## src/rtl/vfd_seq_pkg.sv

```systemverilog
// Shared constants and the phase type for the grid scanner.
// Assumes the fixed pin arrangement: 24 segments, 4 dedicated grids, 8 shared pins.
package vfd_seq_pkg;
    localparam int SEG_N     = 24;
    localparam int SHARED_N  = 8;
    localparam int KEY_SRC_N = 16;
    localparam int KEY_RET_N = 2;
    localparam int KEY_BITS  = KEY_SRC_N * KEY_RET_N;
    localparam int GRID_MIN  = 4;
    localparam int GRID_MAX  = 12;
    localparam int DEDIC_N   = 4;
    localparam int IDX_W     = 4;

    typedef enum logic [1:0] {
        PH_LIT = 2'd0,
        PH_GAP = 2'd1,
        PH_KEY = 2'd2
    } phase_t;

    // Limit a requested grid count to the supported range.
    function automatic logic [IDX_W-1:0] clamp_grids(input logic [IDX_W-1:0] req);
        if (req < IDX_W'(GRID_MIN))      return IDX_W'(GRID_MIN);
        else if (req > IDX_W'(GRID_MAX)) return IDX_W'(GRID_MAX);
        else                             return req;
    endfunction
endpackage

```

## src/rtl/vfd_slot_timer.sv

```systemverilog
// Frame sequencer: steps through lit slots, dark gaps and key-scan steps.
// Assumes cfg_on_ticks and cfg_gap_ticks are held steady within a slot.
// The grid count is captured under reset and when each frame starts.
module vfd_slot_timer
    import vfd_seq_pkg::*;
#(
    parameter int ON_W     = 16,
    parameter int GAP_W    = 8,
    parameter int KEY_STEP = 2
) (
    input  logic               clk,
    input  logic               rst_n,
    input  logic [IDX_W-1:0]   cfg_grids,
    input  logic [ON_W-1:0]    cfg_on_ticks,
    input  logic [GAP_W-1:0]   cfg_gap_ticks,
    output phase_t             phase,
    output logic [IDX_W-1:0]   idx,
    output logic [IDX_W-1:0]   n_act,
    output logic               sample_en,
    output logic               last_src
);
    localparam int CNT_W = (ON_W > GAP_W) ? ON_W : GAP_W;
    localparam logic [CNT_W-1:0] STEP_LIM = CNT_W'(KEY_STEP - 1);
    localparam logic [IDX_W-1:0] SRC_LAST = IDX_W'(KEY_SRC_N - 1);

    logic [CNT_W-1:0] cnt;
    logic [CNT_W-1:0] on_lim;
    logic [CNT_W-1:0] gap_lim;
    logic             on_done, gap_done, step_done, grid_last;

    // Slot end detection for each phase.
    always_comb begin
        on_lim    = (cfg_on_ticks == '0) ? '0 : CNT_W'(cfg_on_ticks - ON_W'(1));
        gap_lim   = CNT_W'(cfg_gap_ticks) - CNT_W'(1);
        on_done   = (cnt >= on_lim);
        gap_done  = (cfg_gap_ticks == '0) || (cnt >= gap_lim);
        step_done = (cnt >= STEP_LIM);
        grid_last = (idx == IDX_W'(n_act - IDX_W'(1)));
        sample_en = (phase == PH_KEY) && step_done;
        last_src  = (idx == SRC_LAST);
    end

    // Phase, index and tick counter state machine.
    always_ff @(posedge clk) begin
        if (!rst_n) begin
            phase <= PH_LIT;
            idx   <= '0;
            cnt   <= '0;
            n_act <= clamp_grids(cfg_grids);
        end else begin
            case (phase)
                PH_LIT: begin
                    if (on_done) begin
                        cnt <= '0;
                        if (cfg_gap_ticks != '0) begin
                            phase <= PH_GAP;
                        end else if (grid_last) begin
                            phase <= PH_KEY;
                            idx   <= '0;
                        end else begin
                            idx <= idx + IDX_W'(1);
                        end
                    end else begin
                        cnt <= cnt + CNT_W'(1);
                    end
                end
                PH_GAP: begin
                    if (gap_done) begin
                        cnt <= '0;
                        if (grid_last) begin
                            phase <= PH_KEY;
                            idx   <= '0;
                        end else begin
                            phase <= PH_LIT;
                            idx   <= idx + IDX_W'(1);
                        end
                    end else begin
                        cnt <= cnt + CNT_W'(1);
                    end
                end
                PH_KEY: begin
                    if (step_done) begin
                        cnt <= '0;
                        if (last_src) begin
                            phase <= PH_LIT;
                            idx   <= '0;
                            n_act <= clamp_grids(cfg_grids);
                        end else begin
                            idx <= idx + IDX_W'(1);
                        end
                    end else begin
                        cnt <= cnt + CNT_W'(1);
                    end
                end
                default: begin
                    phase <= PH_LIT;
                    idx   <= '0;
                    cnt   <= '0;
                end
            endcase
        end
    end

    // the active grid count always lies within the supported range.
    a_r7_count_range: assert property (@(posedge clk) disable iff (!rst_n)
        (n_act >= IDX_W'(GRID_MIN)) && (n_act <= IDX_W'(GRID_MAX)));

    // the grid count only moves when the key-scan pass hands over to a new frame.
    a_r7_count_frame_hold: assert property (@(posedge clk) disable iff (!rst_n)
        (phase != PH_KEY) |=> $stable(n_act));

    // outside the key-scan pass the index never passes the last active grid.
    a_r2_idx_in_range: assert property (@(posedge clk) disable iff (!rst_n)
        (phase != PH_KEY) |-> (idx < n_act));
endmodule

```

## src/rtl/vfd_pin_mux.sv

```systemverilog
// Maps sequencer state and the memory word onto segment and grid pins.
// Assumes rd_word belongs to the lit grid's address in the same cycle.
module vfd_pin_mux
    import vfd_seq_pkg::*;
(
    input  logic               clk,
    input  logic               rst_n,
    input  phase_t             phase,
    input  logic [IDX_W-1:0]   idx,
    input  logic [IDX_W-1:0]   n_act,
    input  logic [SEG_N-1:0]   rd_word,
    output logic [SEG_N-1:0]   seg_pin,
    output logic [DEDIC_N-1:0] grid_pin
);
    localparam int LOW_N = SEG_N - SHARED_N;

    logic lit, scan;

    // Phase decode shared by all pins.
    always_comb begin
        lit  = (phase == PH_LIT);
        scan = (phase == PH_KEY);
    end

    genvar p;
    generate
        for (p = 0; p < LOW_N; p++) begin : g_low
            // Low segments: data while lit, key source during the scan pass.
            always_comb seg_pin[p] = lit ? rd_word[p] : (scan && (idx == IDX_W'(p)));
        end
        for (p = 0; p < SHARED_N; p++) begin : g_shared
            localparam logic [IDX_W-1:0] OWN_GRID = IDX_W'(GRID_MAX - 1 - p);
            // Shared pin: grid drive when its grid is in use, segment data otherwise.
            always_comb begin
                if (!lit)                  seg_pin[LOW_N+p] = 1'b0;
                else if (OWN_GRID < n_act) seg_pin[LOW_N+p] = (idx == OWN_GRID);
                else                       seg_pin[LOW_N+p] = rd_word[LOW_N+p];
            end
        end
        for (p = 0; p < DEDIC_N; p++) begin : g_dedic
            // Dedicated grid pin: high while its own grid is lit.
            always_comb grid_pin[p] = lit && (idx == IDX_W'(p));
        end
    endgenerate

    // at most one dedicated grid pin is high at a time.
    a_r6_grid_onehot: assert property (@(posedge clk) disable iff (!rst_n)
        $onehot0(grid_pin));

    // a scan step drives exactly one pin and lights no grid.
    a_r8_single_source: assert property (@(posedge clk) disable iff (!rst_n)
        (phase == PH_KEY) |-> (($countones(seg_pin) == 1) && (grid_pin == '0)));
endmodule

```

## src/rtl/vfd_key_latch.sv

```systemverilog
// Collects key-return samples in a shadow register and publishes them
// once per frame, together with a flag that shows whether the word changed.
// Assumes key_ret is synchronous to clk.
module vfd_key_latch
    import vfd_seq_pkg::*;
(
    input  logic                 clk,
    input  logic                 rst_n,
    input  logic                 sample_en,
    input  logic                 last_src,
    input  logic [IDX_W-1:0]     src_idx,
    input  logic [KEY_RET_N-1:0] key_ret,
    output logic [KEY_BITS-1:0]  key_word,
    output logic                 key_changed
);
    logic [KEY_BITS-1:0] shadow;
    logic [KEY_BITS-1:0] fresh;

    // Shadow contents with the current step's sample merged in.
    always_comb begin
        fresh = shadow;
        fresh[int'(src_idx)*KEY_RET_N +: KEY_RET_N] = key_ret;
    end

    // Store each sample; publish the whole word after the final step.
    always_ff @(posedge clk) begin
        if (!rst_n) begin
            shadow      <= '0;
            key_word    <= '0;
            key_changed <= 1'b0;
        end else if (sample_en) begin
            shadow <= fresh;
            if (last_src) begin
                key_word    <= fresh;
                key_changed <= (fresh != key_word);
            end
        end
    end

    // the visible word holds except right after the final scan sample.
    a_r9_word_hold: assert property (@(posedge clk) disable iff (!rst_n)
        !(sample_en && last_src) |=> $stable(key_word));

    // after a latch the flag reports whether the word moved.
    a_r10_flag_meaning: assert property (@(posedge clk) disable iff (!rst_n)
        (sample_en && last_src) |=> (key_changed == (key_word != $past(key_word))));
endmodule

```

## src/rtl/vfd_scan_seq.sv

```systemverilog
// Top of the display grid scanner with key-matrix capture.
// Assumes a combinational display memory read port.
module vfd_scan_seq
    import vfd_seq_pkg::*;
#(
    parameter int ON_W     = 16,
    parameter int GAP_W    = 8,
    parameter int KEY_STEP = 2
) (
    input  logic                 clk,
    input  logic                 rst_n,
    input  logic [3:0]           cfg_grids,
    input  logic [ON_W-1:0]      cfg_on_ticks,
    input  logic [GAP_W-1:0]     cfg_gap_ticks,
    output logic [3:0]           rd_addr,
    input  logic [23:0]          rd_word,
    output logic [23:0]          seg_pin,
    output logic [3:0]           grid_pin,
    input  logic [1:0]           key_ret,
    output logic [31:0]          key_word,
    output logic                 key_changed
);
    phase_t           phase;
    logic [IDX_W-1:0] idx;
    logic [IDX_W-1:0] n_act;
    logic             sample_en;
    logic             last_src;

    // Memory address follows the slot index.
    always_comb rd_addr = idx;

    vfd_slot_timer #(
        .ON_W     (ON_W),
        .GAP_W    (GAP_W),
        .KEY_STEP (KEY_STEP)
    ) u_timer (
        .clk           (clk),
        .rst_n         (rst_n),
        .cfg_grids     (cfg_grids),
        .cfg_on_ticks  (cfg_on_ticks),
        .cfg_gap_ticks (cfg_gap_ticks),
        .phase         (phase),
        .idx           (idx),
        .n_act         (n_act),
        .sample_en     (sample_en),
        .last_src      (last_src)
    );

    vfd_pin_mux u_mux (
        .clk      (clk),
        .rst_n    (rst_n),
        .phase    (phase),
        .idx      (idx),
        .n_act    (n_act),
        .rd_word  (rd_word),
        .seg_pin  (seg_pin),
        .grid_pin (grid_pin)
    );

    vfd_key_latch u_keys (
        .clk         (clk),
        .rst_n       (rst_n),
        .sample_en   (sample_en),
        .last_src    (last_src),
        .src_idx     (idx),
        .key_ret     (key_ret),
        .key_word    (key_word),
        .key_changed (key_changed)
    );
endmodule

```

## config.mk

```make
export PLATFORM = sky130hd
export DESIGN_NAME = vfd_scan_seq
export DESIGN_NICKNAME = d
export VERILOG_FILES = /design/src/rtl/vfd_seq_pkg.sv /design/src/rtl/vfd_slot_timer.sv /design/src/rtl/vfd_pin_mux.sv /design/src/rtl/vfd_key_latch.sv /design/src/rtl/vfd_scan_seq.sv
export SDC_FILE = /design/constraint.sdc
export NUM_CORES = 1
export LEC_CHECK = 0
export BUFFER_PORTS_ARGS = -buffer_cell sky130_fd_sc_hd__buf_2
export CAP_MARGIN = 10
export CORE_UTILIZATION = 30
export CTS_CLUSTER_SIZE = 16
export DETAILED_ROUTE_END_ITERATION = 16
export HOLD_SLACK_MARGIN = 0.06
export PLACE_DENSITY = 0.49
export SLEW_MARGIN = 10
export SYNTH_ARGS = -nofsm -noshare
export SYNTH_HDL_FRONTEND = slang
export SYNTH_SLANG_ARGS = --single-unit
```

## constraint.sdc

```tcl
create_clock -name clk -period 3.6 [get_ports clk]
set_input_delay 0.36 -clock clk [delete_from_list [all_inputs] [get_ports clk]]
set_output_delay 0.36 -clock clk [all_outputs]
set_load 0.05 [all_outputs]
```

==> metrics.yaml <==
grtUsageTotal_pct: 17.5
yosysSeqAreaShare_pct: 27.7
cp_data_arrival_time_ps: 3480
final.min_clock_period_ps: 3240
pwr-share-comb_pct: 37.6
tightest_slew_ps: 781
worstSkewPairLatency_ps: 350
clock_sinks: 91
sw_frac_of_total_pct: 39.8
worst-r2r-setup-slack_ps: 360
antenna_cells: 0
gp_congestion: 0.830
critical_path_peak_fanout: 10
endpoint_kind: "register"
boundaryPins: 121
grt_pass1_vias: 5914
finalCritPeriodShare_pct: 90.0
r2r-end: "u_keys.key_changed$_SDFFE_PN0P_"
syn_inst: 848
slew_viol_final: 0
netlist_area_sq_um: 6730
p_leak_nw: 3.56
synth.area.top_cells: "dfxtp_1, ha_1, mux2i_1"
hold_class: "primary input to register"
die_area_sq_um: 23000
seqPwrFrac_pct: 32.2
grt_pass1_wl_um: 31500
synth_warnings: 0
via_count: 6240
drive_above_1_share_pct: 18.7
power.switching_mw: 1.36
core-area_sq_um: 21900
htree_levels: 3
antenna_found_initial: 0
finClkSkew_ps: 7.45
finalHoldViolations: 0
drtIter0Drc: 253
first_pass_iters: 4
synth_seq_cells: 91
cts_root_buf: "clkbuf_16"
cts_tree: "yes"
startpoint_type: "register"
relSlewSlack_pct: 47.8
power.internal_mw: 2.06
p_per_area_nw_per_um2: 428
ys_types: 71
rows: 54
setup_viol: 0
critPathRequiredTime_ps: 3840
ctsResizeCount: 0
synth_largest_area_cell: "dfxtp_1"
hp-start: "cfg_grids[3]"
cap_violations: 0
whs_endpoint: "u_timer.n_act[3]$_SDFFCE_PN0P_"
grt_max_degree: 55
fin_tns_setup_ps: 0
ant_nets: 0
avgViaCountPerCell: 5.04
min_path_cells: 1
initial_core_util_pct: 30.7
clk_pin_slew_ps: 60
wl_per_cell_um: 15.7
yosysTopAreaCellShare_pct: 25.9
synth_edf_count: 4
synthArstFlopShare_pct: 0
die_y_um: 152
drcViolationCount: 0
fp.dieW_um: 152
cts_buffer_depth: 2
status: "finished, final reports clean"
ir_drop_mv: 0.239
r2r_start: "u_timer.idx[1]$_SDFFE_PN0P_"
area_delta_synth_final_pct: 18.7
r2r_cells: 10
p_clk_share_pct: 30.2
synth.avg_cell_area_sq_um: 7.93
power.total_mw: 3.42
final_nets: 1056
cts_post_setup_buffers_inserted: 0
syn-num-nets: 951
worstSetupPathType: "register to register"
dp_hpwl_um: 14600
cts_buffers: 9
ys.flop_type: "dfxtp_1"
ctsHoldBuffers: 0
rsz0062_at_grt: "false"
routed_wl_um: 19500
gr-total-overflow: 0
portBuffers: 120
max_clock_freq_mhz: 309
[stage by stage]
stage	hold WS, ps	worst slack [ps]	area, sq um	utilization, %	cells
detailed placement	464	123	7670	35.0	1222
CTS	229	332	7990	36.5	1238
finish	239	359	7990	36.5	1238
floorplan	444	37.5	6730	-	848
global placement	459	215	7670	35.0	1222
global route	235	52.2	7990	36.5	1238
[power by group through the flow]
stage | Sequential [mW] | Combinational [mW] | Clock [mW]
6_report | 1.10 | 1.29 | 1.03
5_1_grt | 1.11 | 1.40 | 1.10
4_1_cts | 1.10 | 1.29 | 1.06
3_5_place_dp | 1.13 | 1.29 | 0
3_3_place_gp | 1.13 | 1.29 | 0
2_1_floorplan | 1.10 | 0.959 | 0
[metal layers]
| metal | vias to the layer above | part of all wire (%) | global-route usage [%] | routed length (um) |
|---|---|---|---|---|
| met5 | - | 0 | 0 | 0 |
| met4 | 0 | 1.4 | 5.00 | 265 |
| met3 | 13 | 3.2 | 2.13 | 627 |
| met2 | 84 | 47 | 29.1 | 9120 |
| met1 | 2910 | 49 | 23.7 | 9460 |
| li1 | 3233 | - | - | - |
[logic make-up after synthesis]
kind of cell | share of synthesized area [%]
adder cells (fa/ha/maj) | 8.74
AO/OA/AOI/OAI | 15.0
XOR/XNOR | 8.31
flip-flops | 27.7
AND/OR/NAND/NOR | 26.8
buffers and inverters | 4.71
multiplexers | 8.80
[synthesized netlist by cell type (all sizes together), types with 14 or more instances]
cell      n
nand3    31
o21ai    21
buf      14
ha       47
nand2b   27
dfxtp    87
clkbuf   40
inv      25
xor2     31
nand4    14
xnor2    32
nor2    109
mux2i    58
a21oi    44
nand2    85
a211oi   23
[area by class of cell]
type	instances	area, sq um
Clock buffer	10	229
Clock inverter	6	90.1
Fill cell	2406	13900
Inverter	25	93.8
Multi-Input combinational cell	678	4550
Sequential cell	91	1860
Tap cell	280	350
Timing Repair Buffer	148	811
[layout by cell type (no fill, tap or decap), drive strengths merged, types with 6 or more instances in the layout]
| master | synthesis | routed |
|---|---|---|
| mux2i | 58 | 58 |
| inv | 25 | 24 |
| buf | 14 | 148 |
| nor2 | 109 | 109 |
| a211oi | 23 | 23 |
| dfxtp | 87 | 87 |
| nor3b | 11 | 11 |
| clkbuf | 40 | 10 |
| xnor2 | 32 | 32 |
| and3 | 9 | 9 |
| nand4 | 14 | 14 |
| nand2 | 85 | 85 |
| a21oi | 44 | 44 |
| nor4 | 13 | 13 |
| nor3 | 13 | 13 |
| nand3b | 6 | 6 |
| o21ai | 21 | 21 |
| o211a | 6 | 6 |
| nor2b | 10 | 10 |
| and2 | 11 | 11 |
| nand2b | 27 | 27 |
| ha | 47 | 47 |
| xor2 | 31 | 31 |
| nand3 | 31 | 31 |
| o2111ai | 8 | 8 |
[how the worst max path moves through the flow]
| stage | start | to | slack [ps] | cells past startpoint |
|---|---|---|---|---|
| after global placement | cfg_on_ticks[11] | u_timer.cnt[9]$_SDFF_PN0_ | 220 | 15 |
| after floorplan | u_timer.idx[2]$_SDFFE_PN0P_ | u_keys.key_changed$_SDFFE_PN0P_ | 40 | 11 |
| after global routing | u_timer.idx[1]$_SDFFE_PN0P_ | u_keys.key_changed$_SDFFE_PN0P_ | 50 | 11 |
| after detailed placement | cfg_on_ticks[11] | u_timer.cnt[11]$_SDFF_PN0_ | 120 | 15 |
| after CTS | u_timer.idx[1]$_SDFFE_PN0P_ | u_keys.key_changed$_SDFFE_PN0P_ | 330 | 9 |
| final | u_timer.idx[1]$_SDFFE_PN0P_ | u_keys.key_changed$_SDFFE_PN0P_ | 360 | 10 |
[critical path: stages, from the launching register on]
cell,delay [ps]
dfxtp_1,420
inv_1,90
ha_1,360
xnor2_2,390
and3_1,380
mux2i_1,140
a21oi_1,340
o211ai_1,150
or4_1,540
nor3b_1,220
a21oi_1,90
[flip-flops by register name, summed over array words and instances (netlist names)]
name and count:
u_keys.key_word 32, u_keys.shadow 32, u_timer.cnt 16, u_timer.phase 2
u_keys.key_changed 1, u_timer.n_act 4, u_timer.idx 4
(Power assumes the default switching activity.)
